## src/rtl/eep_pkg.sv

```systemverilog
package eep_pkg;

    localparam logic [3:0] DEV_TYPE = 4'b1010;

    typedef enum logic [2:0] {
        PH_IDLE,
        PH_RX,
        PH_ACKOUT,
        PH_TX,
        PH_ACKIN,
        PH_HOLD
    } phase_e;

    typedef enum logic [1:0] {
        RX_DEV,
        RX_ADDR,
        RX_DATA
    } rxkind_e;

    typedef struct packed {
        logic start;
        logic stop;
        logic rise;
        logic fall;
        logic sda;
    } bus_ev_t;

    function automatic logic hdr_match(input logic [7:0] b, input logic [2:0] sel);
        return (b[7:4] == DEV_TYPE) && (b[3:1] == sel);
    endfunction

endpackage

```

## src/rtl/eep_bus_sync.sv

```systemverilog
module eep_bus_sync
    import eep_pkg::*;
(
    input  logic    clk,
    input  logic    rst,
    input  logic    scl_i,
    input  logic    sda_i,
    output bus_ev_t ev
);

    logic [1:0] scl_ff;
    logic [1:0] sda_ff;
    logic       scl_p;
    logic       sda_p;

    always_ff @(posedge clk) begin
        if (rst) begin
            scl_ff <= 2'b11;
            sda_ff <= 2'b11;
            scl_p  <= 1'b1;
            sda_p  <= 1'b1;
        end else begin
            scl_ff <= {scl_ff[0], scl_i};
            sda_ff <= {sda_ff[0], sda_i};
            scl_p  <= scl_ff[1];
            sda_p  <= sda_ff[1];
        end
    end

    always_comb begin
        ev.rise  = scl_ff[1] & ~scl_p;
        ev.fall  = ~scl_ff[1] & scl_p;
        ev.start = scl_ff[1] & scl_p & sda_p & ~sda_ff[1];
        ev.stop  = scl_ff[1] & scl_p & ~sda_p & sda_ff[1];
        ev.sda   = sda_ff[1];
    end

endmodule

```

## src/rtl/eep_write_timer.sv

```systemverilog
module eep_write_timer #(
    parameter int TWR_CLKS = 200
) (
    input  logic clk,
    input  logic rst,
    input  logic start_twr,
    output logic busy
);

    localparam int TW = $clog2(TWR_CLKS + 1);

    logic [TW-1:0] cnt;

    always_ff @(posedge clk) begin
        if (rst) begin
            cnt <= '0;
        end else if (start_twr) begin
            cnt <= TW'(TWR_CLKS);
        end else if (cnt != '0) begin
            cnt <= cnt - 1'b1;
        end
    end

    assign busy = (cnt != '0);


    busy_origin_chk: assert property (@(posedge clk) disable iff (rst)
        $rose(busy) |-> $past(start_twr));

endmodule

```

## src/rtl/eep_array.sv

```systemverilog
module eep_array #(
    parameter int MEM_BYTES = 256,
    localparam int ADDR_W = $clog2(MEM_BYTES)
) (
    input  logic              clk,
    input  logic              we,
    input  logic [ADDR_W-1:0] addr,
    input  logic [7:0]        wdata,
    output logic [7:0]        rdata
);

    logic [7:0] mem [MEM_BYTES];

    always_ff @(posedge clk) begin
        if (we) begin
            mem[addr] <= wdata;
        end
    end

    assign rdata = mem[addr];

endmodule

```

## src/rtl/eep_ctrl.sv

```systemverilog
module eep_ctrl
    import eep_pkg::*;
#(
    parameter int         MEM_BYTES  = 256,
    parameter int         PAGE_BYTES = 16,
    parameter logic [2:0] DEV_SEL    = 3'b000,
    localparam int ADDR_W = $clog2(MEM_BYTES),
    localparam int PG_W   = $clog2(PAGE_BYTES),
    localparam int AB     = (ADDR_W + 7) / 8
) (
    input  logic              clk,
    input  logic              rst,
    input  bus_ev_t           ev,
    input  logic              busy,
    input  logic [7:0]        rd_byte,
    output logic              mem_we,
    output logic [ADDR_W-1:0] mem_addr,
    output logic [7:0]        mem_wdata,
    output logic              start_twr,
    output logic              sda_oe
);

    localparam logic [ADDR_W-1:0] LAST = ADDR_W'(MEM_BYTES - 1);
    localparam int AIW = (AB > 1) ? $clog2(AB) : 1;

    phase_e            phase;
    rxkind_e           kind;
    logic [3:0]        bitcnt;
    logic [7:0]        shreg;
    logic [7:0]        txsh;
    logic [ADDR_W-1:0] ptr;
    logic [AIW-1:0]    addr_idx;
    logic              data_seen;
    logic              go_tx;
    logic              m_ack;

    logic [ADDR_W+7:0] addr_cat;
    logic [ADDR_W-1:0] page_next;
    logic [ADDR_W-1:0] arr_next;
    logic              byte_in_done;
    logic              byte_out_done;

    always_comb begin
        addr_cat      = {ptr, shreg};
        page_next     = {ptr[ADDR_W-1:PG_W], ptr[PG_W-1:0] + 1'b1};
        arr_next      = (ptr == LAST) ? '0 : ptr + 1'b1;
        byte_in_done  = (phase == PH_RX) && ev.fall && (bitcnt == 4'd8);
        byte_out_done = (phase == PH_TX) && ev.fall && (bitcnt == 4'd8);
        mem_we        = byte_in_done && (kind == RX_DATA) && !ev.start && !ev.stop;
        mem_addr      = ptr;
        mem_wdata     = shreg;
    end

    always_ff @(posedge clk) begin
        if (rst) begin
            phase     <= PH_IDLE;
            kind      <= RX_DEV;
            bitcnt    <= '0;
            shreg     <= '0;
            txsh      <= '0;
            ptr       <= '0;
            addr_idx  <= '0;
            data_seen <= 1'b0;
            go_tx     <= 1'b0;
            m_ack     <= 1'b0;
            start_twr <= 1'b0;
            sda_oe    <= 1'b0;
        end else begin
            start_twr <= 1'b0;
            if (ev.stop) begin
                phase     <= PH_IDLE;
                sda_oe    <= 1'b0;
                start_twr <= data_seen;
                data_seen <= 1'b0;
            end else if (ev.start) begin
                phase  <= PH_RX;
                kind   <= RX_DEV;
                bitcnt <= '0;
                sda_oe <= 1'b0;
            end else begin
                case (phase)
                    PH_RX: begin
                        if (ev.rise && bitcnt < 4'd8) begin
                            shreg  <= {shreg[6:0], ev.sda};
                            bitcnt <= bitcnt + 1'b1;
                        end
                        if (byte_in_done) begin
                            bitcnt <= '0;
                            case (kind)
                                RX_DEV: begin
                                    if (hdr_match(shreg, DEV_SEL) && !busy) begin
                                        sda_oe <= 1'b1;
                                        phase  <= PH_ACKOUT;
                                        go_tx  <= shreg[0];
                                        if (!shreg[0]) begin
                                            kind     <= RX_ADDR;
                                            addr_idx <= '0;
                                        end
                                    end else begin
                                        phase <= PH_HOLD;
                                    end
                                end
                                RX_ADDR: begin
                                    sda_oe <= 1'b1;
                                    phase  <= PH_ACKOUT;
                                    go_tx  <= 1'b0;
                                    ptr    <= addr_cat[ADDR_W-1:0];
                                    if (addr_idx == AIW'(AB - 1)) begin
                                        kind <= RX_DATA;
                                    end else begin
                                        addr_idx <= addr_idx + 1'b1;
                                    end
                                end
                                default: begin
                                    sda_oe    <= 1'b1;
                                    phase     <= PH_ACKOUT;
                                    go_tx     <= 1'b0;
                                    ptr       <= page_next;
                                    data_seen <= 1'b1;
                                end
                            endcase
                        end
                    end
                    PH_ACKOUT: begin
                        if (ev.fall) begin
                            bitcnt <= '0;
                            if (go_tx) begin
                                phase  <= PH_TX;
                                txsh   <= rd_byte;
                                sda_oe <= ~rd_byte[7];
                            end else begin
                                phase  <= PH_RX;
                                sda_oe <= 1'b0;
                            end
                        end
                    end
                    PH_TX: begin
                        if (ev.rise && bitcnt < 4'd8) begin
                            bitcnt <= bitcnt + 1'b1;
                        end
                        if (byte_out_done) begin
                            sda_oe <= 1'b0;
                            phase  <= PH_ACKIN;
                            ptr    <= arr_next;
                            m_ack  <= 1'b0;
                        end else if (ev.fall) begin
                            sda_oe <= ~txsh[6];
                            txsh   <= {txsh[6:0], 1'b0};
                        end
                    end
                    PH_ACKIN: begin
                        if (ev.rise) begin
                            m_ack <= ~ev.sda;
                        end
                        if (ev.fall) begin
                            bitcnt <= '0;
                            if (m_ack) begin
                                phase  <= PH_TX;
                                txsh   <= rd_byte;
                                sda_oe <= ~rd_byte[7];
                            end else begin
                                phase <= PH_HOLD;
                            end
                        end
                    end
                    default: begin
                    end
                endcase
            end
        end
    end


    page_wrap_chk: assert property (@(posedge clk) disable iff (rst)
        mem_we |=> (ptr[ADDR_W-1:PG_W] == $past(ptr[ADDR_W-1:PG_W])));


    array_wrap_chk: assert property (@(posedge clk) disable iff (rst)
        (byte_out_done && !ev.start && !ev.stop && ptr == LAST) |=> (ptr == '0));


    busy_nack_chk: assert property (@(posedge clk) disable iff (rst)
        (byte_in_done && kind == RX_DEV && busy && !ev.start && !ev.stop) |=> !sda_oe);


    ackin_release_chk: assert property (@(posedge clk) disable iff (rst)
        (phase == PH_ACKIN || phase == PH_HOLD) |-> !sda_oe);

endmodule

```

## src/rtl/eep_i2c_slave.sv

```systemverilog
module eep_i2c_slave
    import eep_pkg::*;
#(
    parameter int         MEM_BYTES  = 256,
    parameter int         PAGE_BYTES = 16,
    parameter int         TWR_CLKS   = 200,
    parameter logic [2:0] DEV_SEL    = 3'b000
) (
    input  logic clk,
    input  logic rst,
    input  logic scl_i,
    input  logic sda_i,
    output logic sda_oe
);

    localparam int ADDR_W = $clog2(MEM_BYTES);

    bus_ev_t           ev;
    logic              busy;
    logic              start_twr;
    logic              mem_we;
    logic [ADDR_W-1:0] mem_addr;
    logic [7:0]        mem_wdata;
    logic [7:0]        mem_rdata;

    eep_bus_sync u_sync (
        .clk   (clk),
        .rst   (rst),
        .scl_i (scl_i),
        .sda_i (sda_i),
        .ev    (ev)
    );

    eep_ctrl #(
        .MEM_BYTES  (MEM_BYTES),
        .PAGE_BYTES (PAGE_BYTES),
        .DEV_SEL    (DEV_SEL)
    ) u_ctrl (
        .clk       (clk),
        .rst       (rst),
        .ev        (ev),
        .busy      (busy),
        .rd_byte   (mem_rdata),
        .mem_we    (mem_we),
        .mem_addr  (mem_addr),
        .mem_wdata (mem_wdata),
        .start_twr (start_twr),
        .sda_oe    (sda_oe)
    );

    eep_array #(
        .MEM_BYTES (MEM_BYTES)
    ) u_array (
        .clk   (clk),
        .we    (mem_we),
        .addr  (mem_addr),
        .wdata (mem_wdata),
        .rdata (mem_rdata)
    );

    eep_write_timer #(
        .TWR_CLKS (TWR_CLKS)
    ) u_timer (
        .clk       (clk),
        .rst       (rst),
        .start_twr (start_twr),
        .busy      (busy)
    );

endmodule

```

## config.mk

```make
export PLATFORM = sky130hd
export DESIGN_NAME = eep_i2c_slave
export DESIGN_NICKNAME = d
export VERILOG_FILES = /design/src/rtl/eep_pkg.sv /design/src/rtl/eep_bus_sync.sv /design/src/rtl/eep_write_timer.sv /design/src/rtl/eep_array.sv /design/src/rtl/eep_ctrl.sv /design/src/rtl/eep_i2c_slave.sv
export SDC_FILE = /design/constraint.sdc
export NUM_CORES = 2
export LEC_CHECK = 0
export ABC_AREA = 0
export CAP_MARGIN = 10
export CELL_PAD_IN_SITES_DETAIL_PLACEMENT = 1
export CELL_PAD_IN_SITES_GLOBAL_PLACEMENT = 1
export CORE_UTILIZATION = 30
export CTS_CLUSTER_SIZE = 25
export DETAILED_ROUTE_END_ITERATION = 6
export MAX_ROUTING_LAYER = met4
export PLACE_DENSITY_LB_ADDON = 0.1
export SYNTH_ARGS = -nofsm -noshare
export SYNTH_HDL_FRONTEND = slang
export SYNTH_SLANG_ARGS = --single-unit
```

## constraint.sdc

```tcl
create_clock -name clk -period 5.6 [get_ports clk]
set_clock_uncertainty 0.1 [all_clocks]
set_input_delay 1.12 -clock clk [delete_from_list [all_inputs] [get_ports clk]]
set_output_delay 1.12 -clock clk [all_outputs]
set_load 0.03 [all_outputs]
```

Yosys cells after proc, flatten, opt, wreduce, memory -nomap -nowiden

Memories as Yosys holds them, arrays and structs flattened.
Cells that the tools add are included.

Register bits: 52
Memory bits (writable): 2,048
Word-level logic and storage cells: 178
Memories kept: 1

Memories:

| memory      | words | bits a word | read ports | clocked after memory_dff | wr ports | RTL line        | source |
|---|---|---|---|---|---|---|---|
| u_array.mem | 256   | 8           | 1          | 0                        | 1        | eep_array.sv:12 | `logic [7:0] mem [MEM_BYTES];` |

Add/sub/neg operators: 5
Order comparisons: 1
Eq/ne operators: 32
Muxes and demuxes: 57
Bitwise gates (word level): 16
Reduce and logical (&&, ||, !) cells: 46

Operator list:

| cell                | number |
|---|---|
| $mux 7              | 6 |
| $mux 8              | 5 |
| $pmux 8 s2          | 2 |
| $reduce_and 7->1    | 4 |
| $mux 3              | 7 |
| $ne 3x1->1 const B  | 7 |
| $pmux 7 s3          | 1 |
| $reduce_and 5->1    | 4 |
| $mux 1              | 19 |
| $ne 2x1->1 const B  | 9 |
| $mux 4              | 4 |
| $mux 2              | 7 |
| $pmux 3 s4          | 1 |
| $pmux 4 s3          | 1 |
| $reduce_bool 2->1   | 6 |
| $logic_and 1x1->1   | 10 |
| $reduce_or 2->1     | 5 |
| $not 1->1           | 9 |
| $reduce_and 9->1    | 1 |
| $add 4x1->4 const B | 2 |
| $add 8x1->8 const B | 1 |
| $eq 4x4->1 const B  | 2 |
| $eq 8x8->1 const B  | 1 |
| $ne 2x2->1 const B  | 4 |
| other kinds (25)    | 39 |

Longest topological paths before layout

Depth after elaboration: 9
Depth in mapped cells: 14
Mapped depth without buffers: 9

Modules after synthesis

From an unflattened synthesis, not the netlist that was laid out.

Cell total of the unflattened synthesis: 3,859
Area, all modules: 81,081.5 µm²

Modules (own cells, without submodules):

| module          | instances | cells each | area an instance (µm²) | sequential area each (µm²) |
|---|---|---|---|---|
| eep_array       | 1         | 3,539      | 78,332.6               | 61,499.0 |
| eep_ctrl        | 1         | 257        | 2,102.0                | 740.7 |
| eep_write_timer | 1         | 46         | 449.2                  | 160.2 |
| eep_bus_sync    | 1         | 17         | 197.7                  | 120.1 |

Worst setup path before layout

Ideal clock, no wire load.

Kind: flip-flop to flip-flop
Start: reg u_ctrl.shreg[7] (netlist: u_ctrl.mem_wdata[7])
End: reg u_ctrl.sda_oe
Arrival: 4,740 ps
Required time: 5,381 ps
Slack: 641 ps
Cell stages (with the launch flop): 6
Path buffers: 0
Path through: dfxtp_1 > nand4_1 > o21a_1 > o41ai_1 > o311ai_0 > o221a_1

Word-level cells in the longest chain between the ends: 5

Ends and longest elaborated chain:

| item                       | RTL line        | source |
|---|---|---|
| start: declaration         | eep_ctrl.sv:29  | `logic [7:0] shreg;` |
| start signal: assignment   | eep_ctrl.sv:84  | `shreg <= {shreg[6:0], ev.sda};` |
| $eq 4x4->1                 | eep_pkg.sv:29   | `return (b[7:4] == DEV_TYPE) && (b[3:1] == sel);` |
| $logic_and 1x1->1          | eep_pkg.sv:29   |  |
| $logic_and 1x1->1          | eep_ctrl.sv:91  | `if (hdr_match(shreg, DEV_SEL) && !busy) begin` |
| $ne 3x3->1 (no line)       | -               |  |
| $reduce_and 7->1 (no line) | -               |  |
| end signal: assignment     | eep_ctrl.sv:130 | `sda_oe <= ~rd_byte[7];` |
| end signal: assignment     | eep_ctrl.sv:147 | `sda_oe <= ~txsh[6];` |
| end signal: assignment     | eep_ctrl.sv:160 | `sda_oe <= ~rd_byte[7];` |
| end: declaration           | eep_ctrl.sv:20  | `output logic sda_oe` |

No other way between the ends.
A chain may end at the register's enable or synchronous reset.

Worst setup path after layout

Start: reg u_ctrl.bitcnt[0]
End: mem u_array.mem[206][2], enable pin

Word-level cells in the longest chain between the ends: 7

Ends and longest elaborated chain:

| item                            | RTL line        | source |
|---|---|---|
| start: declaration              | eep_ctrl.sv:28  | `logic [3:0] bitcnt;` |
| start signal: assignment        | eep_ctrl.sv:85  | `bitcnt <= bitcnt + 1'b1;` |
| start signal: assignment        | eep_ctrl.sv:139 | `bitcnt <= bitcnt + 1'b1;` |
| $eq 4x4->1                      | eep_ctrl.sv:47  | `byte_in_done = (phase == PH_RX) && ev.fall && (bitcnt == 4'd8);` |
| $logic_and 1x1->1               | eep_ctrl.sv:47  |  |
| $logic_and 1x1->1 (3 in series) | eep_ctrl.sv:49  | `mem_we = byte_in_done && (kind == RX_DATA) && !ev.start && !ev.stop;` |
| $mux 1                          | eep_array.sv:15 | `if (we) begin` |
| $mux 1 (implied by the code)    | eep_array.sv:16 | `mem[addr] <= wdata;` |
| end: declaration                | eep_array.sv:12 |  |

No other way between the ends.

==> results.cfg <==
[synth]
synth_mux_area_share_pct = 15.8
ys_seq_area_share_pct = 76.1
async_flop_share_pct = 0
synth_simple_gate_area_share_pct = 3.84
synth.area.top_cells = edfxtp_1 75%, mux4_2 14%, mux2i_1 1.7%
synth-edff-count = 2048
syn_nets = 4040
syn_area_um2 = 82200
synth_top_family_by_area = multiplexers
yosys_warnings = 0
ys_ff_latch = 2099
synth_ff_type = edfxtp_1
synth_cells = 4028
yosysUniqueCellTypes = 71
yosys.area.top_type = edfxtp_1
syn-mean-instance-area_um2 = 20.4
synth-xor-area-share_pct = 0.0959
synth_top_area_share_pct = 74.8
synth-compound-area-share_pct = 2.42
synth_adder_area_share_pct = 0.122

[drt]
ant_nets = 0
drtPass1Iterations = 5
drt_iter0_markers = 4083
vias = 41459
drc_errors = 0
wirelength_um = 276000
vias_per_cell = 5.19
wire_per_inst_um = 34.6

[clock_network]
clockBufferDepth = 4
numCtsBuffers = 241
htreeDepth = 4
root_buffer = clkbuf_16
clock_sinks = 2099
ctsHoldBuffers = 0
cts_setup_buffers = 0
ctsResizeCount = 0
cts_tree = done
clk_pin_slew_ns = 0.07
clk-insertion-delay-late_ns = 0.90

[setup_path]
cp_cell_sequence = inv_1 -> ha_1 -> nand2_1 -> or3_1 -> nor2_1 -> nand2_1 -> nor4_4 -> nand3_2 -> nor2_1
critPathKind = flop to flop
crit_slowest_cell = nor2_1
crit_arrival_ns = 4.97
crit_path_end_kind = flop
critPathMaxStageDelay_ns = 1.11
critPathRequiredTime_ns = 5.98
worst-path-buf-inv = 1
critPathLaunchType = flop
path_delay_family = simple AND/OR/NAND/NOR gates
cp_max_fo = 10

[power_and_ir_drop]
p_switching_mw = 6.99
swShare_pct = 20.8
power-per-cell-area_nw_per_um2 = 354
power_mw = 33.6
pwr-share-clk_pct = 46.6
pwr-share-seq_pct = 50.7
internal_power_mw = 26.6
leakagePower_nw = 28.8
peakVddDrop_uv = 267
combPwrFrac_pct = 2.7

[global_route]
grt_pass1_vias = 43604
grt_max_degree = 152
grt_pass1_wl_um = 381000
grt_usage_pct = 20.5
antenna_found_initial = 22
grt.overflow.total = 0

[sta]
relSlewSlack_pct = 16.3
finalCriticalPeriod_ns = 4.58
fin_crit_sh_pct = 81.9
slew_viol_final = 0
worst_slew_pin_slew_ns = 1.22
worst_slack_ns = 1.02
hold_viol_final = 0
rsz0062_at_grt = no
fmaxAchievable_ghz = 0.218
finalSetupViolations = 0
setup_tns_ns = 0

[min_path]
min_path_type = flop to flop

[place]
hpwl_um = 171000
gp_congestion = 0.797
port_buffers = 4
dp_worst_setup_slack_ns = 0.942
post_dp_cell_area_um2 = 87300

[final_layout]
mostFrequentLayoutCell = edfxtp_1
layout_common_cells = 2048 x edfxtp_1, 513 x mux4_2, 341 x nor2_1
drive_above_1_share_pct = 24.7
final_util_pct = 35.0
fillCellCount = 26432
multi_input_comb_area_um2 = 18500
regArea_um2 = 62600
syn_to_final_growth_pct = 15.6
fin_nets = 4228
final_area_um2 = 95000

[outcome]
status = completed

[die]
die_y_um = 525
core_um2 = 271000
initial_core_util_pct = 30.3
die_w_um = 525
io_pins = 5
num_rows = 191
die_area_um2 = 276000

[flow_run]
maxCapViolCount = 0
==> cells in the mapped netlist, types with 9 or more instances <==
library cell	n
nand2b_1	17
buf_2	72
a22oi_1	40
nor2b_1	17
clkbuf_1	96
inv_1	12
buf_6	20
a211oi_1	10
buf_1	13
a221oi_1	14
nand4_1	10
nand3b_1	9
a21oi_1	48
mux4_2	513
nand2_1	177
buf_4	38
or2_2	9
o21ai_0	40
edfxtp_1	2048
mux2i_1	138
a31oi_1	15
dfxtp_1	51
nand3_1	48
a22o_1	13
nor3_1	42
o22ai_1	25
a32oi_1	17
nor2_1	345
==> per-layer routing <==
layer	track usage (%)	wire (um)	vias to the layer above
li1	-	-	17033
met1	28.5	125000	22945
met2	32.1	132000	1141
met3	2.64	13200	340
met4	4.54	5780	0
met5	-	0	-
==> stage by stage <==
step | hold WS, ns | instances
final | 0.318 | 7981
after global routing | 0.354 | 7974
after CTS | 0.322 | 7972
after detailed placement | 0.304 | 7543
after global placement | 0.312 | 7543
after floorplan | 0.289 | 4028
==> area by class of cell <==
type,count,area share (%)
multi-input cells,1675,19.4
diodes,9,0.0237
inverters,14,0.0580
clock inverters,131,1.47
clock buffers,298,6.64
well taps,3570,4.70
flip-flops and latches,2099,65.9
repair buffers,185,1.81
==> logic make-up after synthesis <==
logic type / after synthesis
xor+xnor: 9
compound gates: 283
mux: 655
simple gates: 720
flops: 2099
fa+ha+maj: 8
buf+inv: 254
==> power groups by stage <==
stage	Clock, mW	Sequential (mW)	Combinational [mW]
6_report	15.7	17.0	0.904
5_1_grt	16.6	17.0	0.971
4_1_cts	16.1	17.0	0.932
3_5_place_dp	0	17.4	0.928
3_3_place_gp	0	17.4	0.927
2_1_floorplan	0	17.3	0.640
==> final timing paths <==
| check | startpoint | endpoint | slack, ns | depth (start not counted) |
|---|---|---|---|---|
| hold / removal | u_sync.sda_ff[0] | u_sync.sda_ff[1] | 0.32 | 1 |
| hold reg to reg | u_sync.sda_ff[0] | u_sync.sda_ff[1] | 0.32 | 1 |
| setup reg to reg | u_ctrl.bitcnt[0] | u_array.mem[206][2] | 1.02 | 9 |
| setup / recovery | u_ctrl.bitcnt[0] | u_array.mem[206][2] | 1.02 | 9 |
==> flip-flops by register name (all words and copies together), names as in the netlist <==
register          cells
u_timer.cnt           8
u_ctrl.go_tx          1
u_sync.scl_ff         2
u_ctrl.mem_addr       8
u_ctrl.txsh           7
u_ctrl.mem_wdata      8
u_array.mem        2048
u_ctrl.bitcnt         4
u_ctrl.kind           2
u_ctrl.start_twr      1
u_ctrl.sda_oe         1
u_sync.sda_ff         2
u_ctrl.data_seen      1
u_ctrl.phase          3
u_sync.scl_p          1
u_ctrl.m_ack          1
u_sync.sda_p          1
(Power assumes the default switching activity.)
